## config.mk

```make
export PLATFORM = sky130hd
export DESIGN_NAME = thermal_zone_alarm
export DESIGN_NICKNAME = d
export VERILOG_FILES = /design/src/rtl/thza_pkg.sv /design/src/rtl/thza_frame_ctrl.sv /design/src/rtl/thza_bg_store.sv /design/src/rtl/thza_pix_eval.sv /design/src/rtl/thza_alarm_latch.sv /design/src/rtl/thermal_zone_alarm.sv
export SDC_FILE = /design/constraint.sdc
export NUM_CORES = 1
export LEC_CHECK = 0
export BUFFER_PORTS_ARGS = -buffer_cell sky130_fd_sc_hd__buf_2
export CAP_MARGIN = 20
export CORE_ASPECT_RATIO = 1.25
export CORE_MARGIN = 2
export CORE_UTILIZATION = 35
export CTS_CLUSTER_SIZE = 30
export DETAILED_ROUTE_END_ITERATION = 10
export PLACE_DENSITY = 0.49
export SETUP_SLACK_MARGIN = 0.1
export SLEW_MARGIN = 20
export SYNTH_ARGS = -nofsm -noshare
export SYNTH_HDL_FRONTEND = slang
export SYNTH_HIERARCHICAL = 1
export SYNTH_SLANG_ARGS = --single-unit
```

## constraint.sdc

```tcl
create_clock -name clk -period 6.13 [get_ports clk]
set_input_delay 0 -clock clk [delete_from_list [all_inputs] [get_ports clk]]
set_output_delay 0 -clock clk [all_outputs]
set_load 0.02 [all_outputs]
```

## src/rtl/thza_pkg.sv

```systemverilog
`timescale 1ns/1ps
// Shared definitions for the zoned thermal alarm.
// Assumes: the quadrant count is fixed at four by the index split.
package thza_pkg;
    localparam int NUM_ZONES = 4;

    typedef enum logic {
        MODE_ABS  = 1'b0,
        MODE_DIFF = 1'b1
    } cmp_mode_e;
endpackage

```

## src/rtl/thza_frame_ctrl.sv

```systemverilog
`timescale 1ns/1ps
// Frame-level control.
// Latches the comparison settings on each index-0 beat and holds them for the
// rest of the frame. Runs the arm/capture sequence for the background store.
// Assumes: pixels of a frame arrive in index order, from 0 to the last index.
module thza_frame_ctrl
    import thza_pkg::*;
#(
    parameter int PIX_W = 12,
    parameter int IDX_W = 6
) (
    input  logic                    clk,
    input  logic                    rst_n,
    input  logic                    pix_valid,
    input  logic [IDX_W-1:0]        pix_index,
    input  cmp_mode_e               cfg_mode,
    input  logic signed [PIX_W-1:0] cfg_thr,
    input  logic [NUM_ZONES-1:0]    cfg_zen,
    input  logic                    capture_req,
    output cmp_mode_e               eff_mode,
    output logic signed [PIX_W-1:0] eff_thr,
    output logic [NUM_ZONES-1:0]    eff_zen,
    output logic                    bg_wr,
    output logic                    bg_valid
);
    localparam logic [IDX_W-1:0] LAST_IDX = '1;

    cmp_mode_e               mode_q;
    logic signed [PIX_W-1:0] thr_q;
    logic [NUM_ZONES-1:0]    zen_q;
    logic                    armed_q, cap_q, bgv_q;
    logic                    frame_start, start_cap;

    // Decode the frame start and decide whether a capture begins on this beat.
    always_comb begin
        frame_start = pix_valid && (pix_index == '0);
        start_cap   = frame_start && (armed_q || capture_req);
        bg_wr       = pix_valid && (start_cap || cap_q);
        eff_mode    = frame_start ? cfg_mode : mode_q;
        eff_thr     = frame_start ? cfg_thr  : thr_q;
        eff_zen     = frame_start ? cfg_zen  : zen_q;
        bg_valid    = bgv_q;
    end

    // Hold the settings taken at the latest frame start.
    always_ff @(posedge clk) begin
        if (!rst_n) begin
            mode_q <= MODE_ABS;
            thr_q  <= '0;
            zen_q  <= '0;
        end else if (frame_start) begin
            mode_q <= cfg_mode;
            thr_q  <= cfg_thr;
            zen_q  <= cfg_zen;
        end
    end

    // Track the arm and capture state, and mark the background valid after the last pixel.
    always_ff @(posedge clk) begin
        if (!rst_n) begin
            armed_q <= 1'b0;
            cap_q   <= 1'b0;
            bgv_q   <= 1'b0;
        end else begin
            if (start_cap)        armed_q <= 1'b0;
            else if (capture_req) armed_q <= 1'b1;

            if (bg_wr && pix_index == LAST_IDX) begin
                cap_q <= 1'b0;
                bgv_q <= 1'b1;
            end else if (start_cap) begin
                cap_q <= 1'b1;
            end
        end
    end
endmodule

```

## src/rtl/thza_bg_store.sv

```systemverilog
`timescale 1ns/1ps
// Background frame store.
// One register per pixel, written by index. The read is combinational, so a
// pixel that is being written in a cycle reads its previous value.
// Assumes: the contents mean nothing until the controller reports a full capture.
module thza_bg_store #(
    parameter int PIX_W = 12,
    parameter int IDX_W = 6
) (
    input  logic                    clk,
    input  logic                    wr_en,
    input  logic [IDX_W-1:0]        idx,
    input  logic signed [PIX_W-1:0] wr_data,
    output logic signed [PIX_W-1:0] rd_data
);
    localparam int NPIX = 1 << IDX_W;

    logic signed [PIX_W-1:0] mem [NPIX];

    for (genvar i = 0; i < NPIX; i++) begin : g_cell
        // Write the cell whose index is presented during a capture.
        always_ff @(posedge clk) begin
            if (wr_en && idx == IDX_W'(i)) mem[i] <= wr_data;
        end
    end

    // Read the background value of the current pixel.
    always_comb rd_data = mem[idx];
endmodule

```

## src/rtl/thza_pix_eval.sv

```systemverilog
`timescale 1ns/1ps
// Per-pixel evaluator.
// Forms the comparison subject (the raw reading, or the reading minus the
// background) at PIX_W+1 bits and compares it with the threshold. Produces a
// one-hot hit for the pixel's quadrant.
// Assumes: the index is row-major, and the quadrant is {row MSB, column MSB}.
module thza_pix_eval
    import thza_pkg::*;
#(
    parameter int PIX_W = 12,
    parameter int IDX_W = 6,
    parameter int COL_W = 3
) (
    input  logic                    pix_valid,
    input  logic [IDX_W-1:0]        pix_index,
    input  logic signed [PIX_W-1:0] pix_value,
    input  logic signed [PIX_W-1:0] bg_value,
    input  logic                    bg_valid,
    input  cmp_mode_e               mode,
    input  logic signed [PIX_W-1:0] thr,
    input  logic [NUM_ZONES-1:0]    zen,
    output logic [NUM_ZONES-1:0]    hit
);
    logic [1:0]            zone;
    logic signed [PIX_W:0] rd_x, bg_x, thr_x, subject;
    logic                  over;

    // Extend the operands, subtract, and compare.
    always_comb begin
        zone    = {pix_index[IDX_W-1], pix_index[COL_W-1]};
        rd_x    = {pix_value[PIX_W-1], pix_value};
        bg_x    = {bg_value[PIX_W-1], bg_value};
        thr_x   = {thr[PIX_W-1], thr};
        subject = (mode == MODE_DIFF) ? (rd_x - bg_x) : rd_x;
        over    = pix_valid && (mode == MODE_ABS || bg_valid) && (subject >= thr_x);
    end

    for (genvar z = 0; z < NUM_ZONES; z++) begin : g_zone
        // Route the trigger to its quadrant when that quadrant is enabled.
        always_comb hit[z] = over && zen[z] && (zone == 2'(z));
    end
endmodule

```

## src/rtl/thza_alarm_latch.sv

```systemverilog
`timescale 1ns/1ps
// Sticky alarm record.
// Collects quadrant hits until a clear. A hit in the clear cycle survives it.
module thza_alarm_latch
    import thza_pkg::*;
(
    input  logic                 clk,
    input  logic                 rst_n,
    input  logic [NUM_ZONES-1:0] hit,
    input  logic                 clr,
    output logic [NUM_ZONES-1:0] zone_hit,
    output logic                 alarm
);
    logic [NUM_ZONES-1:0] zone_q;

    // Accumulate the hits, or restart from the current hits on a clear.
    always_ff @(posedge clk) begin
        if (!rst_n)   zone_q <= '0;
        else if (clr) zone_q <= hit;
        else          zone_q <= zone_q | hit;
    end

    // Drive the outputs from the record.
    always_comb begin
        zone_hit = zone_q;
        alarm    = |zone_q;
    end
endmodule

```

## src/rtl/thermal_zone_alarm.sv

```systemverilog
`timescale 1ns/1ps
// Zoned thermal frame alarm, top level.
// Connects the frame control, the background store, the pixel evaluator and
// the alarm record.
// Assumes: ROWS and COLS are powers of two of at least 2, so that the quadrant
// bits fall directly out of the index.
module thermal_zone_alarm
    import thza_pkg::*;
#(
    parameter int PIX_W = 12,
    parameter int ROWS  = 8,
    parameter int COLS  = 8
) (
    input  logic                       clk,
    input  logic                       rst_n,
    input  logic                       pix_valid,
    input  logic [$clog2(ROWS*COLS)-1:0] pix_index,
    input  logic [PIX_W-1:0]           pix_value,
    input  logic                       cfg_diff_mode,
    input  logic [PIX_W-1:0]           cfg_threshold,
    input  logic [NUM_ZONES-1:0]       cfg_zone_en,
    input  logic                       capture_req,
    input  logic                       alarm_clr,
    output logic                       alarm,
    output logic [NUM_ZONES-1:0]       zone_hit,
    output logic                       background_valid
);
    localparam int COL_W = $clog2(COLS);
    localparam int IDX_W = $clog2(ROWS*COLS);

    cmp_mode_e               eff_mode;
    logic signed [PIX_W-1:0] eff_thr, bg_value;
    logic [NUM_ZONES-1:0]    eff_zen, hit_vec;
    logic                    bg_wr;

    thza_frame_ctrl #(.PIX_W(PIX_W), .IDX_W(IDX_W)) u_ctrl (
        .clk         (clk),
        .rst_n       (rst_n),
        .pix_valid   (pix_valid),
        .pix_index   (pix_index),
        .cfg_mode    (cmp_mode_e'(cfg_diff_mode)),
        .cfg_thr     ($signed(cfg_threshold)),
        .cfg_zen     (cfg_zone_en),
        .capture_req (capture_req),
        .eff_mode    (eff_mode),
        .eff_thr     (eff_thr),
        .eff_zen     (eff_zen),
        .bg_wr       (bg_wr),
        .bg_valid    (background_valid)
    );

    thza_bg_store #(.PIX_W(PIX_W), .IDX_W(IDX_W)) u_bg (
        .clk     (clk),
        .wr_en   (bg_wr),
        .idx     (pix_index),
        .wr_data ($signed(pix_value)),
        .rd_data (bg_value)
    );

    thza_pix_eval #(.PIX_W(PIX_W), .IDX_W(IDX_W), .COL_W(COL_W)) u_eval (
        .pix_valid (pix_valid),
        .pix_index (pix_index),
        .pix_value ($signed(pix_value)),
        .bg_value  (bg_value),
        .bg_valid  (background_valid),
        .mode      (eff_mode),
        .thr       (eff_thr),
        .zen       (eff_zen),
        .hit       (hit_vec)
    );

    thza_alarm_latch u_latch (
        .clk      (clk),
        .rst_n    (rst_n),
        .hit      (hit_vec),
        .clr      (alarm_clr),
        .zone_hit (zone_hit),
        .alarm    (alarm)
    );
endmodule

```

==> results of run 1 <==
==> worst max-delay path: cells and delay by family (launching register included) <==
| kind | cells | cell delay (ps) |
|---|---|---|
| mux | 2 | 630 |
| flops | 1 | 360 |
| simple gates | 3 | 1070 |
| compound gates | 9 | 2240 |
| fa+ha+maj | 3 | 640 |
| buf+inv | 2 | 610 |
==> metal layers <==
layer,part of all wire (%),track usage (%)
met4,3.8,7.28
met5,0.016,0
met2,50,30.1
met1,42,23.4
met3,4.6,2.71
==> layout by cell type, fill, tap and decap left out, types with 9 or more instances in the layout <==
cell type      count
a21oi_1           76
a22oi_1           96
buf_12            16
buf_2             43
buf_4            104
clkbuf_1          23
clkbuf_16         82
clkinv_1          16
clkinv_2          11
dfxtp_1           24
dlygate4sd3_1     42
edfxtp_1         768
ha_1              25
inv_1             30
mux4_2           192
nand2_1           43
nand3_1           25
nor2_1            73
nor2b_1            9
o21ai_0           15
o21ai_2           10
or4_1             13
==> power by group through the flow <==
stage | logic (mW) | clock network [mW] | registers [mW]
2_1_floorplan | 0.354 | 0 | 6.05
3_3_place_gp | 0.651 | 0 | 6.05
3_5_place_dp | 0.656 | 0 | 6.05
4_1_cts | 0.674 | 4.92 | 5.93
5_1_grt | 0.714 | 5.11 | 5.93
6_report | 0.665 | 4.80 | 5.93
==> path summary, 6_finish.rpt <==
kind | slack [ps] | start | cells after the start | end
worst max-delay path | 460 | u_bg/mem[31][0] | 19 | u_latch/zone_hit[0]
worst min-delay path | 30 | pix_value[5] | 2 | u_bg/mem[23][5]
worst max register to register | 460 | u_bg/mem[31][0] | 19 | u_latch/zone_hit[0]
worst min register to register | 470 | u_ctrl/thr_q[2] | 2 | u_ctrl/thr_q[2]
==> cells by family after synthesis <==
| group | share of synthesized area [%] |
|---|---|
| compound gates | 5.02 |
| buf+inv | 1.82 |
| flops | 74.8 |
| xor+xnor | 0.0835 |
| fa+ha+maj | 1.06 |
| simple gates | 3.27 |
| mux | 13.9 |
==> final cells by class <==
cell class              instances  area share, %
inverters                      31          0.316
well taps                    1178           4.00
clock buffers                 105           5.80
multi-input cells             672           20.1
flip-flops and latches        792           63.9
repair buffers                207           4.79
clock inverters                39           1.09
==> flip-flops by register name, indices dropped and copies added, names as in the netlist <==
register,flops
u_ctrl/mode_q,1
u_ctrl/bg_valid,1
u_bg/mem,768
u_ctrl/thr_q,12
u_latch/zone_hit,4
u_ctrl/armed_q,1
u_ctrl/cap_q,1
u_ctrl/zen_q,4
==> through the flow <==
stage | util [%] | cell area (um2) | power, mW | std cells | hold WS (ps)
after floorplan | - | 31500 | 6.40 | 1585 | 98.9
after global placement | 38.1 | 33900 | 6.70 | 2838 | 280
after detailed placement | 38.1 | 33900 | 6.70 | 2838 | 292
after CTS | 41.5 | 36800 | 11.5 | 3024 | 23.6
after global routing | 41.5 | 36800 | 11.8 | 3024 | 48.8
final | 41.5 | 36800 | 11.4 | 3024 | 26.7
==> what timing repair did <==
item                                   in CTS  in global routing
buffers inserted                            0                  0
hold buffers                               42                  0
endpoints found under the hold margin      57                  0
==> results.toml, run 1 <==
[worst_setup_path]
cp_cell_sequence = "mux4_2 > a22oi_1 > a21oi_1 > or4_1 > ha_1 > inv_1 > fa_1 > a211oi_1 > o21bai_1 > or4b_4 > mux2i_1 > a211o_1 > ha_1 > a221oi_1 > o211ai_1 > a211oi_1 > nor2_1 > o21a_1 > dlygate4sd3_1"
worst-setup-path-type = "flop to flop"
cp-end-kind = "flop"
slowest_stage = "dlygate4sd3_1"
worst_setup_path_start_kind = "flop"
cp.arrival_ps = 6180
crit_fanout = 4
critPathMaxStageDelay_ps = 540
cp_data_required_time_ps = 6640

[power]
sw_frac_of_total_pct = 21.2
p_int_mw = 8.98
switchingPower_mw = 2.42
comb_power_share_pct = 5.8
p_leak_nw = 11.7
p_per_area_mw_per_mm2 = 309
clkPwrFrac_pct = 42.1
ir_drop_mv = 0.172
p_seq_share_pct = 52.0

[logic_synthesis]
synth.avg_cell_area_um2 = 19.8
synth_cells = 1585
synthFlopType = "edfxtp_1"
netlist.area_leader.share_pct = 73.3
yosysMostFrequentCell = "edfxtp_1"
syn_nets = 1651
ys_seq_elements = 792
ys_seq_area_share_pct = 74.8
synth.distinct_cells = 58
netlist_top_cells_area = "edfxtp_1 73%, mux4_2 14%, a22oi_1 2.3%, dfxtp_1 1.5%, a21oi_1 1.2%"
synth.largest_area_cell = "edfxtp_1"
synth_commonest_cells = "768 x edfxtp_1, 192 x mux4_2, 96 x a22oi_1, 76 x a21oi_1, 75 x nor2_1"
synth_edf_count = 768
ys_warn_count = 6
synth_area_mm2 = 0.0315
synthArstFlopShare_pct = 0

[layout]
area_growth_pct = 17.1
nets = 1849
regArea_mm2 = 0.0235
num_antenna_cells = 0
fillCellCount = 7892
drive_gt1_share_pct = 26.7
multi_input_area_mm2 = 0.00741

[die]
core-area_mm2 = 0.0888
die_w_um = 272
fp.dieH_um = 339
ios = 46
rows = 122
initial_utilization_pct = 35.4
dieArea_mm2 = 0.0923

[routing]
totalWireLength_um = 82100
drt_first_pass_iters = 5
drtIter0Drc = 1384
vias = 16300
post_drt_wl_per_cell_um = 27.2
drtAntennaViolNets = 0
avgViaCountPerCell = 5.38
drcViolationCount = 0

[placement]
dp_slack_ps = 544
dp_hpwl_um = 50900
port_buffers = 45
gp_congestion = 0.826

[cts]
clock_path_buffers = 3
cts-htree-levels = 3
clk_pin_slew_ps = 60
clk_latency_ps = 640
cts_buffers = 79
clock_sinks = 792
root_buffer = "clkbuf_16"
cts_resized = 0
cts_tree = "done"

[grt]
grt_overflow_total = 0
grt_max_degree = 73
grt_usage_pct = 17.9
grt_pass1_wl_um = 120000
grt_pass1_vias = 17200
antenna_found_initial = 2

[timing]
period_share_pct = 92.5
rsz0062_at_grt = "false"
hold_violations = 0
finalSetupViolCount = 0
slew_viol_final = 0
fin_ws_ps = 459
timing.setup.tns_ps = 0
clock.fmax_mhz = 176
finClkSkew_ps = 21.5
relSlewSlack_pct = 41.9
period_minus_slack_ps = 5670
max_slew.worst_pin.slew_ps = 872

[job]
cap_violations = 0

[outcome]
outcome = "finished, final reports clean"

[worst_hold_path]
hold_class = "primary input to flop"
No activity file was read; power rests on OpenSTA's default activity.
==> inputs of run 2 (changes only) <==
- BUFFER_PORTS_ARGS: -buffer_cell sky130_fd_sc_hd__buf_2 -> -buffer_cell sky130_fd_sc_hd__clkbuf_2
==> results.toml, run 2 (synthesis results as in run 1) <==
[die]
ios = 46
core-area_mm2 = 0.0888
dieArea_mm2 = 0.0923
fp.dieH_um = 339
die_w_um = 272
initial_utilization_pct = 35.4
rows = 122

[routing]
vias = 16300
drtAntennaViolNets = 0
drtIter0Drc = 1383
avgViaCountPerCell = 5.38
drcViolationCount = 0
drt_first_pass_iters = 5
totalWireLength_um = 82400
post_drt_wl_per_cell_um = 27.2

[cts]
clock_path_buffers = 3
cts_tree = "done"
clock_sinks = 792
clk_latency_ps = 640
clk_pin_slew_ps = 60
root_buffer = "clkbuf_16"
cts_buffers = 80
cts-htree-levels = 3
cts_setup_buffers = 0

[timing]
period_share_pct = 91.9
rsz0062_at_grt = "false"
finClkSkew_ps = 17.3
timing.setup.tns_ps = 0
period_minus_slack_ps = 5630
max_slew.worst_pin.slew_ps = 945
relSlewSlack_pct = 37.0
hold_violations = 0
slew_viol_final = 0
fin_ws_ps = 499
finalSetupViolCount = 0
clock.fmax_mhz = 178

[placement]
dp_hpwl_um = 50500
dp_slack_ps = 562
placed_cell_area_mm2 = 0.0338
gp_congestion = 0.853
port_buffers = 45

[worst_setup_path]
worst-setup-path-type = "primary input to flop"
r2r_slack_ps = 500
slowest_stage = "and2_2"
cp.arrival_ps = 6140
critPathMaxStageDelay_ps = 840
cp-end-kind = "flop"
crit_fanout = 31
worst_setup_path_start_kind = "primary input"
cp_data_required_time_ps = 6640
crit_buf_inv = 4
cp_cell_sequence = "dlygate4sd3_1 > clkbuf_2 > and2_2 > a22oi_1 > a21oi_1 > or4_1 > inv_1 > ha_1 > a211oi_1 > o21bai_1 > or4b_4 > a221oi_2 > nor3_1 > ha_1 > nor3b_1 > o211ai_1 > a211oi_2 > nor2_1 > o21a_1 > dlygate4sd3_1"
crit_family = "compound AO/OA/AOI/OAI gates"

[outcome]
outcome = "finished, final reports clean"

[layout]
finalInstanceArea_mm2 = 0.0369
final_cell_mix = "768 x edfxtp_1, 192 x mux4_2, 99 x buf_4"
drive_gt1_share_pct = 27.6
nets = 1847
final_common_cell = "edfxtp_1"
top_register = "u_bg/mem"
utilization_pct = 41.6
fillCellCount = 7880
area_growth_pct = 17.4
reg_top3 = "u_bg/mem x768, u_ctrl/thr_q x12"
largest_register_ffs = 768

[job]
cap_violations = 0

[grt]
grt_pass1_wl_um = 120000
grt_max_degree = 67
grt_overflow_total = 0
grt_usage_pct = 17.9
grt_pass1_vias = 16700
antenna_found_initial = 2

[power]
p_per_area_mw_per_mm2 = 313
p_leak_nw = 11.8
ir_drop_mv = 0.202

[worst_hold_path]
hold_class = "primary input to flop"
[run 2: cell types whose count changed in the layout (fill, tap and decap cells not counted), sizes merged]
cell | previous run | this run
clkbuf | 106 | 144
clkinv | 29 | 38
buf | 164 | 113
inv | 32 | 31
dlygate4sd3 | 42 | 47
diode | 0 | 1
[run 2: path summary, 6_finish.rpt]
kind	startpoint	endpoint	cells past startpoint
max	pix_index[2]	u_latch/zone_hit[0]	20
min	pix_value[8]	u_bg/mem[56][8]	2
max reg2reg	u_bg/mem[59][0]	u_latch/zone_hit[0]	19
min reg2reg	u_ctrl/thr_q[6]	u_ctrl/thr_q[6]	2
[run 2: power breakdown]
part	switching, mW	internal (mW)	leakage, nW	total (mW)
clock network	2.05	2.89	1.32	4.95
registers	0.000406	5.93	7.09	5.93
logic	0.417	0.247	3.40	0.664
[run 2: layout make-up]
cell class | instances | area (um2) | area share (%)
clock buffers | 100 | 2200 | 5.97
well taps | 1178 | 1470 | 3.99
clock inverters | 47 | 445 | 1.21
flip-flops and latches | 792 | 23500 | 63.7
diodes | 1 | 2.50 | 0.00678
repair buffers | 204 | 1720 | 4.65
inverters | 31 | 116 | 0.315
multi-input cells | 672 | 7430 | 20.1
[run 2: through the flow]
step	hold WS, ps	power, mW	instances
after global routing	107	11.9	3024
after floorplan	98.9	6.40	1585
final	63.8	11.5	3025
after detailed placement	276	6.71	2830
after global placement	260	6.70	2830
after CTS	8.89	11.7	3023
[run 2: timing repair]
item	CTS	global route
hold buffers	46	1
resized for setup	0	1
endpoints found under the hold margin	24	5
setup endpoints to repair	0	1
[run 2: layer usage]
layer | track usage [%] | share of wire (%) | vias to the layer above
met4 | 6.80 | 3.2 | 0
li1 | - | - | 6980
met2 | 29.8 | 50 | 449
met3 | 2.26 | 4.5 | 99
met5 | 0 | 0 | -
met1 | 24.0 | 42 | 8734
==> inputs of run 3 (changes only) <==
- CORE_MARGIN: 2 -> 3
- SYNTH_HIERARCHICAL: 1 -> not set
==> results.toml, run 3 <==
[routing]
totalWireLength_um = 81200
drtIter0Drc = 1355
avgViaCountPerCell = 5.33
drcViolationCount = 0
post_drt_wl_per_cell_um = 27.5
drtAntennaViolNets = 0
vias = 15700
drt_first_pass_iters = 5

[layout]
largest_register_ffs = 768
nets = 1770
drive_gt1_share_pct = 28.7
finalInstanceArea_mm2 = 0.0368
final_cell_mix = "768 x edfxtp_1, 192 x mux4_2, 107 x buf_4"
top_register = "u_bg.mem"
final_cells = 2947
reg_top3 = "u_bg.mem x768, u_ctrl.thr_q x12"
final_common_cell = "edfxtp_1"
area_growth_pct = 17.6

[job]
cap_violations = 0

[logic_synthesis]
synth_edf_count = 768
netlist.area_leader.share_pct = 73.7
synth.avg_cell_area_um2 = 20.8
synthArstFlopShare_pct = 0
synth.distinct_cells = 53
synth_top_family_by_area = "multiplexers"
synth-simple-area-share_pct = 2.83
synth_compound_area_share_pct = 4.71
synthFlopType = "edfxtp_1"
synth_cells = 1502
syn_nets = 1568
synth_area_mm2 = 0.0313
netlist_top_cells_area = "edfxtp_1 74%, mux4_2 14%, dfxtp_1 1.5%, a22oi_1 1.2%, ha_1 1.0%"
synth.largest_area_cell = "edfxtp_1"
ys_seq_area_share_pct = 75.2
synth-xor-area-share_pct = 0.224
synth_mux_area_share_pct = 14.5
yosysMostFrequentCell = "edfxtp_1"
ys_warn_count = 0
synth_commonest_cells = "768 x edfxtp_1, 192 x mux4_2, 67 x nor2_1, 48 x a22oi_1, 39 x clkbuf_1"
ys_seq_elements = 792
synthAdderAreaFrac_pct = 1.06

[worst_setup_path]
crit_fanout = 14
r2r-end = "u_latch.zone_hit[3]"
r2r_slack_ps = 510
cp.arrival_ps = 6200
cp_data_required_time_ps = 6640
r2r_start = "u_bg.mem[11][7]"
cp-end-kind = "flop"
reg2reg_depth = 20
worst-setup-path-type = "primary input to flop"
worst_setup_path_start_kind = "primary input"

[power]
p_leak_nw = 11.8
fin_total_pwr_mw = 11.7
ir_drop_mv = 0.176
p_per_area_mw_per_mm2 = 317

[grt]
grt_max_degree = 67
grt_pass1_vias = 16400
grt_pass1_wl_um = 118000
grt_usage_pct = 17.5
antenna_found_initial = 1
grt_overflow_total = 0

[placement]
dp_hpwl_um = 50200
gp_congestion = 0.829
dp.cells = 2748
port_buffers = 45
placed_cell_area_mm2 = 0.0336
dp_slack_ps = 566

[worst_hold_path]
hold_end = "u_bg.mem[18][6]"
hold_class = "primary input to flop"
hold_start = "pix_value[6]"
hold_path_depth = 2

[die]
core-area_mm2 = 0.0885
die_w_um = 273
fp.dieH_um = 340
dieArea_mm2 = 0.0930
initial_utilization_pct = 35.3
ios = 46
rows = 122

[timing]
slew_viol_final = 0
clock.fmax_mhz = 176
fin_ws_ps = 440
finClkSkew_ps = 16.0
max_slew.worst_pin.slew_ps = 904
period_minus_slack_ps = 5690
relSlewSlack_pct = 39.6
timing.setup.tns_ps = 0
period_share_pct = 92.8
finalSetupViolCount = 0
hold_violations = 0
rsz0062_at_grt = "false"

[cts]
clk_pin_slew_ps = 60
clock_path_buffers = 3
root_buffer = "clkbuf_16"
cts_buffers = 80
clk_latency_ps = 630
cts-htree-levels = 3
clock_sinks = 792
cts_tree = "done"

[outcome]
outcome = "finished, final reports clean"
[run 3: changes by cell type after synthesis, moves of 14 or more]
cell | before | now
mux2i_1 | 2 | 16
clkbuf_1 | 59 | 39
nand3_1 | 25 | 8
inv_1 | 30 | 5
a221oi_2 | 1 | 20
a21oi_1 | 76 | 38
a22oi_1 | 96 | 48
a22o_1 | 0 | 25
[run 3: cell type report]
class / instances / area (um2)
fillers: 7783 / 51700
clock buffers: 105 / 2190
clock inverters: 40 / 512
diodes: 2 / 5.00
repair buffers: 207 / 1670
multi-input cells: 618 / 7380
flip-flops and latches: 792 / 23500
inverters: 5 / 18.8
well taps: 1178 / 1470
[run 3: metrics by stage]
stage	hold WS [ps]	utilization, %
floorplan	98.9	-
global placement	272	37.9
detailed placement	270	37.9
CTS	14.2	41.5
global route	125	41.6
finish	90.9	41.6
[run 3: worst max-delay path, cell delays in order]
cell,delay (ps)
dlygate4sd3_1,610
clkbuf_2,420
nor2b_4,500
buf_4,350
a221oi_2,120
o22ai_1,370
nor3_2,120
fa_1,440
a211oi_1,380
o211ai_1,170
a31o_2,250
a21oi_1,170
xor2_1,150
o21ai_0,110
ha_1,340
nand4_1,140
nor2_1,170
nand3_1,90
o21ai_0,210
mux2i_1,360
o31ai_1,130
dlygate4sd3_1,570
[run 3: how the worst max path moves through the flow]
| stage | startpoint | end | slack (ps) | depth (start not counted) |
|---|---|---|---|---|
| detailed placement | pix_index[0] | u_latch.zone_hit[1] | 570 | 23 |
| global placement | pix_index[0] | u_latch.zone_hit[1] | 610 | 23 |
| finish | pix_index[2] | u_latch.zone_hit[3] | 440 | 22 |
| floorplan | pix_index[1] | u_latch.zone_hit[0] | 1780 | 22 |
| global route | pix_index[2] | u_latch.zone_hit[3] | 120 | 22 |
| CTS | pix_index[2] | u_latch.zone_hit[3] | 200 | 25 |
[run 3: cells by family (layout without fill, tap and decap cells)]
kind of cell	Yosys count	after routing
other	0	2
buffers and inverters	92	357
adder cells (fa/ha/maj)	26	26
AO/OA/AOI/OAI	190	190
flip-flops	792	792
multiplexers	212	212
XOR/XNOR	8	8
AND/OR/NAND/NOR	182	182
[run 3: where the power goes]
group	internal (mW)	total (mW)	switching [mW]
combinational	0.257	0.669	0.413
sequential	5.93	5.93	0.000651
clock	3.03	5.06	2.03
[run 3: repair_timing]
| item | 4_1_cts | 5_1_grt |
|---|---|---|
| hold endpoints to repair | 117 | 1 |
| endpoints found under the setup margin | 0 | 1 |
| setup buffers | 0 | 4 |
| gates resized for setup | 0 | 1 |
| hold buffers | 47 | 1 |
[run 3: routing by layer]
layer	vias up	track usage [%]	wire length (um)
met4	0	5.55	2050
met5	-	0	0
met1	8498	23.3	34500
met3	102	2.21	2990
li1	6728	-	-
met2	365	30.0	41600
